[src/rtl/dsm_seq_pkg.sv]
package dsm_seq_pkg;

    typedef enum logic [1:0] {
        ST_BOOT  = 2'd0,
        ST_CONV  = 2'd1,
        ST_SLEEP = 2'd2,
        ST_XFER  = 2'd3
    } seq_state_t;

endpackage

[src/rtl/dsm_in_sync.sv]
module dsm_in_sync #(
    parameter int          W       = 3,
    parameter int          STAGES  = 2,
    parameter logic [W-1:0] RST_VAL = '0
) (
    input  logic         clk,
    input  logic         rst_n,
    input  logic [W-1:0] d_async,
    output logic [W-1:0] d_sync
);
    logic [W-1:0] chain_q [STAGES];

    always_ff @(posedge clk or negedge rst_n) begin
        if (!rst_n) begin
            for (int i = 0; i < STAGES; i++) chain_q[i] <= RST_VAL;
        end else begin
            chain_q[0] <= d_async;
            for (int i = 1; i < STAGES; i++) chain_q[i] <= chain_q[i-1];
        end
    end

    assign d_sync = chain_q[STAGES-1];
endmodule

[src/rtl/dsm_shifter.sv]
module dsm_shifter #(
    parameter int FRAME_BITS = 24,
    parameter int CFG_W      = 8
) (
    input  logic                  clk,
    input  logic                  rst_n,
    input  logic                  load,
    input  logic [FRAME_BITS-1:0] load_val,
    input  logic                  shift_en,
    input  logic                  cap_en,
    input  logic                  sdi_bit,
    output logic                  sdo_bit,
    output logic [CFG_W-1:0]      cfg_cap
);
    logic [FRAME_BITS-1:0] data_q;
    logic [CFG_W-1:0]      cap_q;

    always_ff @(posedge clk or negedge rst_n) begin
        if (!rst_n) begin
            data_q <= '0;
        end else if (load) begin
            data_q <= load_val;
        end else if (shift_en) begin
            data_q <= {data_q[FRAME_BITS-2:0], 1'b0};
        end
    end

    always_ff @(posedge clk or negedge rst_n) begin
        if (!rst_n) begin
            cap_q <= '0;
        end else if (cap_en) begin
            cap_q <= {cap_q[CFG_W-2:0], sdi_bit};
        end
    end

    assign sdo_bit = data_q[FRAME_BITS-1];
    assign cfg_cap = cap_q;
endmodule

[src/rtl/dsm_serial_seq.sv]
module dsm_serial_seq
    import dsm_seq_pkg::*;
#(
    parameter int               CONV_CYCLES = 20,
    parameter int               FRAME_BITS  = 24,
    parameter int               CFG_W       = 8,
    parameter int               SYNC_STAGES = 2,
    parameter logic [CFG_W-1:0] CFG_RESET   = '0
) (
    input  logic                  clk,
    input  logic                  rst_n,
    input  logic                  cs_n,
    input  logic                  sck,
    input  logic                  sdi,
    input  logic [FRAME_BITS-1:0] conv_data,
    output logic                  sdo,
    output logic                  sdo_oe,
    output logic [CFG_W-1:0]      cfg_word,
    output logic                  converting,
    output logic                  low_power
);
    localparam int CNT_W = $clog2(CONV_CYCLES + 1);
    localparam int BIT_W = $clog2(FRAME_BITS + 1);
    localparam logic [CNT_W-1:0] CONV_LAST = CNT_W'(CONV_CYCLES - 1);
    localparam logic [BIT_W-1:0] BIT_LAST  = BIT_W'(FRAME_BITS - 1);
    localparam logic [BIT_W-1:0] CFG_LIM   = BIT_W'(CFG_W);

    // synchronised serial pins: {cs_n, sck, sdi}
    logic [2:0] pins_s;
    logic       cs_s, sck_s, sdi_s, sck_d;
    logic       sck_rise, sck_fall;

    dsm_in_sync #(
        .W       (3),
        .STAGES  (SYNC_STAGES),
        .RST_VAL (3'b100)
    ) u_sync (
        .clk     (clk),
        .rst_n   (rst_n),
        .d_async ({cs_n, sck, sdi}),
        .d_sync  (pins_s)
    );

    assign cs_s  = pins_s[2];
    assign sck_s = pins_s[1];
    assign sdi_s = pins_s[0];

    always_ff @(posedge clk or negedge rst_n) begin
        if (!rst_n) sck_d <= 1'b0;
        else        sck_d <= sck_s;
    end

    assign sck_rise = sck_s & ~sck_d;
    assign sck_fall = ~sck_s & sck_d;

    seq_state_t       state_q, state_d;
    logic [CNT_W-1:0] conv_cnt_q;
    logic [BIT_W-1:0] bit_cnt_q;
    logic             saw_rise_q;
    logic             load_res, cfg_load, shift_en, cap_en;
    logic [CFG_W-1:0] cfg_cap;
    logic             sdo_bit;

    // next-state and strobe decode
    always_comb begin
        state_d  = state_q;
        load_res = 1'b0;
        cfg_load = 1'b0;
        shift_en = 1'b0;
        cap_en   = 1'b0;
        unique case (state_q)
            ST_BOOT: state_d = ST_CONV;
            ST_CONV: begin
                if (conv_cnt_q == CONV_LAST) begin
                    state_d  = ST_SLEEP;
                    load_res = 1'b1;
                end
            end
            ST_SLEEP: begin
                if (!cs_s) state_d = ST_XFER;
            end
            ST_XFER: begin
                if (cs_s) begin
                    state_d = saw_rise_q ? ST_CONV : ST_SLEEP;
                end else begin
                    cap_en   = sck_rise && (bit_cnt_q < CFG_LIM);
                    shift_en = sck_fall && saw_rise_q;
                    if (sck_rise && bit_cnt_q == BIT_LAST) begin
                        state_d  = ST_CONV;
                        cfg_load = 1'b1;
                    end
                end
            end
            default: state_d = ST_BOOT;
        endcase
    end

    // state register and counters
    always_ff @(posedge clk or negedge rst_n) begin
        if (!rst_n) begin
            state_q    <= ST_BOOT;
            conv_cnt_q <= '0;
            bit_cnt_q  <= '0;
            saw_rise_q <= 1'b0;
            cfg_word   <= CFG_RESET;
        end else begin
            state_q <= state_d;
            if (state_q == ST_CONV && state_d == ST_CONV)
                conv_cnt_q <= conv_cnt_q + 1'b1;
            else
                conv_cnt_q <= '0;
            if (state_q == ST_XFER && state_d == ST_XFER) begin
                if (sck_rise) begin
                    bit_cnt_q  <= bit_cnt_q + 1'b1;
                    saw_rise_q <= 1'b1;
                end
            end else begin
                bit_cnt_q  <= '0;
                saw_rise_q <= 1'b0;
            end
            if (cfg_load) cfg_word <= cfg_cap;
        end
    end

    dsm_shifter #(
        .FRAME_BITS (FRAME_BITS),
        .CFG_W      (CFG_W)
    ) u_shift (
        .clk      (clk),
        .rst_n    (rst_n),
        .load     (load_res),
        .load_val (conv_data),
        .shift_en (shift_en),
        .cap_en   (cap_en),
        .sdi_bit  (sdi_s),
        .sdo_bit  (sdo_bit),
        .cfg_cap  (cfg_cap)
    );

    // outputs
    always_comb begin
        converting = (state_q == ST_CONV);
        low_power  = (state_q == ST_SLEEP) && cs_s;
        sdo_oe     = (state_q == ST_XFER) && !cs_s;
        sdo        = sdo_oe ? sdo_bit : 1'b0;
    end

    p_lp_not_conv_r3: assert property (@(posedge clk) disable iff (!rst_n)
        low_power |-> !converting);

    p_sdo_on_fall_r5: assert property (@(posedge clk) disable iff (!rst_n)
        (state_q == ST_XFER && $past(state_q == ST_XFER) && !$past(sck_fall))
            |-> $stable(sdo_bit));

    p_cfg_hold_r9: assert property (@(posedge clk) disable iff (!rst_n)
        !cfg_load |=> $stable(cfg_word));

    p_abort_conv_r9: assert property (@(posedge clk) disable iff (!rst_n)
        (state_q == ST_XFER && cs_s && saw_rise_q) |=> (state_q == ST_CONV));

    p_back_sleep_r8: assert property (@(posedge clk) disable iff (!rst_n)
        (state_q == ST_XFER && cs_s && !saw_rise_q) |=> (state_q == ST_SLEEP));

    p_bit_bound_r7: assert property (@(posedge clk) disable iff (!rst_n)
        bit_cnt_q < BIT_W'(FRAME_BITS));

    p_oe_only_xfer_r10: assert property (@(posedge clk) disable iff (!rst_n)
        sdo_oe |-> !low_power && !converting);
endmodule

[config.mk]
export PLATFORM = sky130hd
export DESIGN_NAME = dsm_serial_seq
export DESIGN_NICKNAME = d
export VERILOG_FILES = /design/src/rtl/dsm_seq_pkg.sv /design/src/rtl/dsm_in_sync.sv /design/src/rtl/dsm_shifter.sv /design/src/rtl/dsm_serial_seq.sv
export SDC_FILE = /design/constraint.sdc
export NUM_CORES = 1
export LEC_CHECK = 0
export ABC_AREA = 1
export ABC_CLOCK_PERIOD_IN_PS = 3500
export CAP_MARGIN = 20
export CORE_MARGIN = 3
export CORE_UTILIZATION = 42
export DETAILED_ROUTE_END_ITERATION = 16
export PLACE_DENSITY = 0.65
export SLEW_MARGIN = 30
export SYNTH_ARGS = -nofsm -noshare
export SYNTH_HDL_FRONTEND = slang
export SYNTH_SLANG_ARGS = --single-unit
export TNS_END_PERCENT = 1
[constraint.sdc]
create_clock -name clk -period 3.5 [get_ports clk]
set_clock_uncertainty 0.1 [all_clocks]
set_input_delay 0.7 -clock clk [delete_from_list [all_inputs] [get_ports clk]]
set_output_delay 0.7 -clock clk [all_outputs]
set_load 0.02 [all_outputs]
* Yosys cells after proc, flatten, opt, wreduce, memory -nomap -nowiden
Index checks and enable logic that the tools add are counted.
Storage, ports and cells: output and inout port bits 12, bits in latches 0, input port bits 29, memories kept 0, RAM bits 0, flip-flop bits (word level) 60, bits in read-only memories 0
Operators by class: bitwise operators 4, multipliers 0, div/mod/pow operators 0, $lt $le $gt $ge 1, reductions and logical operators 10, shift operators 0, $add $sub $neg 2, equality and inequality tests 8, multiplexer cells 23
Operators by type and width (count):
- $mux 24 | 2
- $mux 5 | 3
- $mux 1 | 12
- $add 5x1->5 const B | 2
- $eq 5x5->1 const B | 2
- $mux 2 | 5
- $pmux 2 s4 | 1
- $logic_and 1x1->1 | 7
- $eq 2x2->1 const B | 3
- $lt 5x4->1 const B | 1
- $eq 2x1->1 const B | 2
- $and 1x1->1 | 2
- $logic_not 2->1 | 1
- $ne 2x2->1 const B | 1
- $not 1->1 | 2
- $reduce_bool 2->1 | 1
- $logic_not 1->1 | 1

* Logic depth before layout (Yosys ltp)
depth after elaboration 9, mapped depth 9, gate-level depth less buffers 9

* Cells and area by module
Synthesis repeated with hierarchy kept, for this count alone.
Second synthesis, totals: cell total of the unflattened synthesis 289, area, all modules 2695.1 sq um
By module, submodules not included:
- dsm_shifter | seq. area each 800.8 sq um, cells each 160, area an instance 1402.6 sq um, times used 1
- dsm_serial_seq | seq. area each 550.5 sq um, cells each 120, area an instance 1117.3 sq um, times used 1
- dsm_in_sync | seq. area each 152.6 sq um, cells each 9, area an instance 175.2 sq um, times used 1

* Least setup slack after synthesis
Ideal clock, no wire load.
path kind reg2out, start point register u_sync.chain_q (netlist bit u_sync.d_sync[2]), end point output port low_power, cell stages (with the launch flop) 3, path slack 1.659 ns, path buffers 0, required time 2.700 ns, data arrival time 1.041 ns, cells stage by stage dfstp_2 -> inv_1 -> nor3_1
On the way: longest elaborated chain between the ends 1
Ends and longest elaborated chain:
- start: declaration | RTL line dsm_in_sync.sv:11 | logic [W-1:0] chain_q [STAGES];
- $logic_and 1x1->1 | RTL line dsm_serial_seq.sv:143 | low_power = (state_q == ST_SLEEP) && cs_s;
- end: declaration | RTL line dsm_serial_seq.sv:20 | output logic low_power
No other way between the ends.

* Final worst setup path
Same ends and word-level chain as after synthesis.

==> results.md <==
- In this run the post-CTS setup repair buffer count came out at 0.
- The count of antenna-violating nets left after detailed routing is 0.
- The analysis attributes to cell leakage a power of 0.001697 uW.
- The clock group share of total power is 0.301.
- The total DRC errors in the routed layout is 0.
- The global-route met1 utilization is 0.1887.
- The die covers 0.007465 mm^2.
- The relative max-transition margin is 0.5120.
- The height of the chip is 86.40 um.
- After detailed routing, the total wire length is 4789 um.
- The arrival time of the worst setup path is 1.78 ns.
- The biggest area contributor in the post-synthesis netlist is sky130_fd_sc_hd__dfrtp_1.
- Power comes to 1864 uW.
- The initial antenna violation count is 0.
- The final net count is 384.
- The maximum ir drop on the vdd rail is 0.2881 mV.
- The minimum period implied by the final worst setup slack is 2.583 ns.
- Of the post-synthesis cell area, the dominant cell type holds 0.5346.
- The clock insertion delay at the later pin of the skew report is 0.33 ns.
- In this run the clock root is driven by a sky130_fd_sc_hd__clkbuf_8.
- The number of instances in the synthesized netlist is 310.
- The required time of the critical path is 2.70 ns.
- Yosys mapped the design onto 29 distinct sky130hd cell types.
- The synthesized net count is 341.
- The number of flops mapped to enable cells by yosys is 0.
- For this run, the slowest stage of the critical path takes 0.65 ns.
- The setup slack of the worst register-to-register path is 1.23 ns.
- The area of the core is 0.006096 mm^2.
- The area added between synthesis and finish is 22.40%.
- The worst setup path is launched from a flop.
- The share of post-route cells with drive strength above 1 is 0.1089.
- At the pin with the least slew margin, the transition time is 0.7309 ns.
- The count of buffers from port buffering is 40.
- Across the run, the number of max-cap violations was 0.
- The fraction of synthesis flops using an asynchronous set or reset pin is 1.000.
- The total congestion overflow is 0.
- The first global-routing pass estimated 8266 um of wire.
- Routability-driven placement finished with a final weighted congestion of 0.7277.
- For this design, the slowest cell found on the critical path is sky130_fd_sc_hd__clkdlybuf4s50_1.
- The synthesized design contains 60 register bits.
- In this run the worst path has a maximum fanout of 4.
- For this run, global-route usage on met3 was measured as 0.02852.
- TritonCTS built the clock tree.
- The signal on the critical path passes through inv_1 -> nor3_1 -> clkdlybuf4s50_1.
- The count of inserted antenna diode cells is 0.
- Of the total power, combinational logic draws 0.214.
- Summing every instance area after synthesis gives 0.002715 mm^2.
- The total count of hold-check failures in the final report is 0.
- The most used flip-flop cell after synthesis is sky130_fd_sc_hd__dfrtp_1.
- By area the synthesized netlist is led by sky130_fd_sc_hd__dfrtp_1, sky130_fd_sc_hd__nand2_1, sky130_fd_sc_hd__inv_1.
- The pre-CTS setup slack is 1.201 ns.
- In this run the core area contains 28 standard-cell rows.
- The via density per instance is 4.598.
- The tightest min-delay check is of the primary input to async pin type.
- The sum of negative setup slack is 0 ns.
- Setup slack on the critical path of the routed design comes to 0.9170 ns.
- The total via count after detailed routing is 1991.
- The longest clock path from root to sink contains 2 buffers.
- Internal power comes to 1309 uW.
- The clock sink total is 60.
- The half-perimeter wire length after placement is 3284 um.
- After clock tree synthesis, the repair step resized 0 gates.
- After filler insertion, the fill cell instance count of the layout stands at 560.
- The final number of setup-violating endpoints is 0.
- The maximum achievable frequency is 387.1 MHz.
- The average cell area after synthesis is 8.758 um^2.
- STA classifies the critical path endpoint as a primary output.
- For this run, the total global-route usage over all layers was measured as 0.1411.
- The critical path in this run is classified as flop to primary output.
- The met2 demand-to-capacity share in global routing is 0.2156.
- The worst register-to-register path has a depth of 7.
- The run finished with clean final reports.
- The detailed-route wire length per cell is 11.06 um.
- The worst register-to-register path begins at conv_cnt_q[0].
- The total net switching power is 554.7 uW.
- The reg-to-reg critical path endpoint is u_shift.data_q[2].
- Clock-pin slew was measured on the worst setup and hold paths at 0.06 ns.
- The number of H-tree levels is 3.
- The starting density of the core is 0.4454.
- The DRC marker count from the first detailed-route iteration is 73.
- For this design, the CTS-stage hold fixing added 0 buffers.
- Buffers inserted during clock tree synthesis total 9.
- The global routing stage identified its most utilized layer as met2.
- Of the available clock period, the critical path in the final layout requires 0.7380.
- The first TritonRoute pass finished after 4 iterations.
- The floorplan step set the die width to 86.40 um.
- The share of total power dissipated in sequential elements is 0.485.
- During synthesis, Yosys emitted a total of 0 warnings.
- The number of max-slew violations in the final report was 0.
- Setup repair after global routing left no endpoint under its margin.
- The share of synthesized area occupied by flip-flops and latches is 0.5539.
- The power per cell area is 560.8 mW/mm^2.
- The maximum number of pins on one net before global-route repair is 46.
- By count the netlist is led by sky130_fd_sc_hd__nand2_1, sky130_fd_sc_hd__dfrtp_1, sky130_fd_sc_hd__inv_1.
- The most numerous cell in the Yosys netlist is sky130_fd_sc_hd__nand2_1.
- During I/O placement, the number of pins put on the boundary was 41.
- The critical path starts at u_sync.d_sync[2].
- The number of global-route vias before repair was 1910.
- Of the total power, the share spent switching nets is 0.2976.
how the worst max path moves through the flow:
stage,endpoint,slack (ns),depth (start not counted)
final,low_power,0.92,3
after global routing,sdo,0.84,5
after CTS,sdo,0.90,5
after detailed placement,u_shift.data_q[2],1.20,7
after global placement,u_shift.data_q[3],1.26,7
after floorplan,low_power,1.66,2
worst max-delay path, delay by kind of cell (launching register included):
family	cells	cell delay, ns
buf+inv	2	0.72
flops	1	0.54
simple gates	1	0.20
placed cells by master, fill, tap and decap left out:
cell | synthesis | routed
sky130_fd_sc_hd__nand2_1 | 98 | 98
sky130_fd_sc_hd__dfrtp_1 | 58 | 58
sky130_fd_sc_hd__inv_1 | 40 | 40
sky130_fd_sc_hd__clkdlybuf4s50_1 | 0 | 39
sky130_fd_sc_hd__o21ai_0 | 28 | 28
sky130_fd_sc_hd__nor2_1 | 22 | 22
sky130_fd_sc_hd__o21ai_2 | 12 | 12
sky130_fd_sc_hd__clkbuf_8 | 0 | 12
sky130_fd_sc_hd__o21ai_1 | 10 | 10
sky130_fd_sc_hd__nand3_1 | 5 | 5
sky130_fd_sc_hd__xor2_1 | 4 | 4
sky130_fd_sc_hd__a21oi_1 | 4 | 4
sky130_fd_sc_hd__inv_2 | 3 | 3
sky130_fd_sc_hd__clkbuf_1 | 2 | 3
sky130_fd_sc_hd__nand2_2 | 2 | 2
sky130_fd_sc_hd__ha_1 | 2 | 2
sky130_fd_sc_hd__dfstp_2 | 2 | 2
sky130_fd_sc_hd__nor2_4 | 1 | 1
sky130_fd_sc_hd__nand4_1 | 1 | 1
sky130_fd_sc_hd__o21bai_1 | 1 | 1
sky130_fd_sc_hd__xnor2_1 | 1 | 1
sky130_fd_sc_hd__nor3_1 | 1 | 1
sky130_fd_sc_hd__nor3_4 | 1 | 1
sky130_fd_sc_hd__a21o_1 | 1 | 1
sky130_fd_sc_hd__nand4_2 | 1 | 1
sky130_fd_sc_hd__nand3_4 | 1 | 1
sky130_fd_sc_hd__o21ai_4 | 1 | 1
sky130_fd_sc_hd__o211ai_1 | 1 | 1
sky130_fd_sc_hd__clkinv_2 | 0 | 1
sky130_fd_sc_hd__buf_2 | 2 | 1
sky130_fd_sc_hd__buf_4 | 1 | 1
area by class of cell:
| class | count | area (um^2) | share of cell area |
|---|---|---|---|
| clock buffer | 15 | 176.4 | 0.05309 |
| clock inverter | 1 | 5.005 | 0.001506 |
| tap | 75 | 93.84 | 0.02824 |
| inverter | 43 | 161.4 | 0.04857 |
| multi-input combinational | 198 | 979.7 | 0.2948 |
| sequential | 60 | 1504 | 0.4526 |
| timing repair buffer | 41 | 402.9 | 0.1212 |
sequential cells by signal, indices dropped and copies added, names as in the netlist, 2 cells and up:
name and flops:
u_sync.chain_q 3, u_shift.data_q 24, u_sync.d_sync 3, bit_cnt_q 5
state_q 2, u_shift.cfg_cap 8, cfg_word 8, conv_cnt_q 5
through the flow:
stage | hold WS (ns) | area, um^2 | util | std cells
floorplan | 0.2312 | 2715 | - | 310
global placement | 0.2329 | 3142 | 0.5154 | 417
detailed placement | 0.2364 | 3142 | 0.5154 | 417
CTS | 0.1823 | 3323 | 0.5452 | 433
global route | 0.2036 | 3323 | 0.5452 | 433
finish | 0.1782 | 3323 | 0.5452 | 433
kinds of logic (layout without fill, tap and decap cells):
kind of cell	count (synthesis)	in the layout	synth area share
AO/OA/AOI/OAI	58	58	0.1304
XOR/XNOR	5	5	0.01613
adder cells (fa/ha/maj)	2	2	0.009215
buffers and inverters	52	100	0.08525
flip-flops	60	60	0.5539
AND/OR/NAND/NOR	133	133	0.2051
power groups by stage:
stage	logic [uW]	clock network (uW)	registers [uW]
final	398	561	904
after global placement	396	0	914
after detailed placement	404	0	917
after floorplan	287	0	899
after global routing	465	603	923
after CTS	408	579	905
layer usage:
metal	part of all wire	vias to the layer above
li1	-	1055
met1	0.50	893
met2	0.44	32
met3	0.042	11
met4	0.022	0
met5	0	-
(Power assumes the default switching activity.)
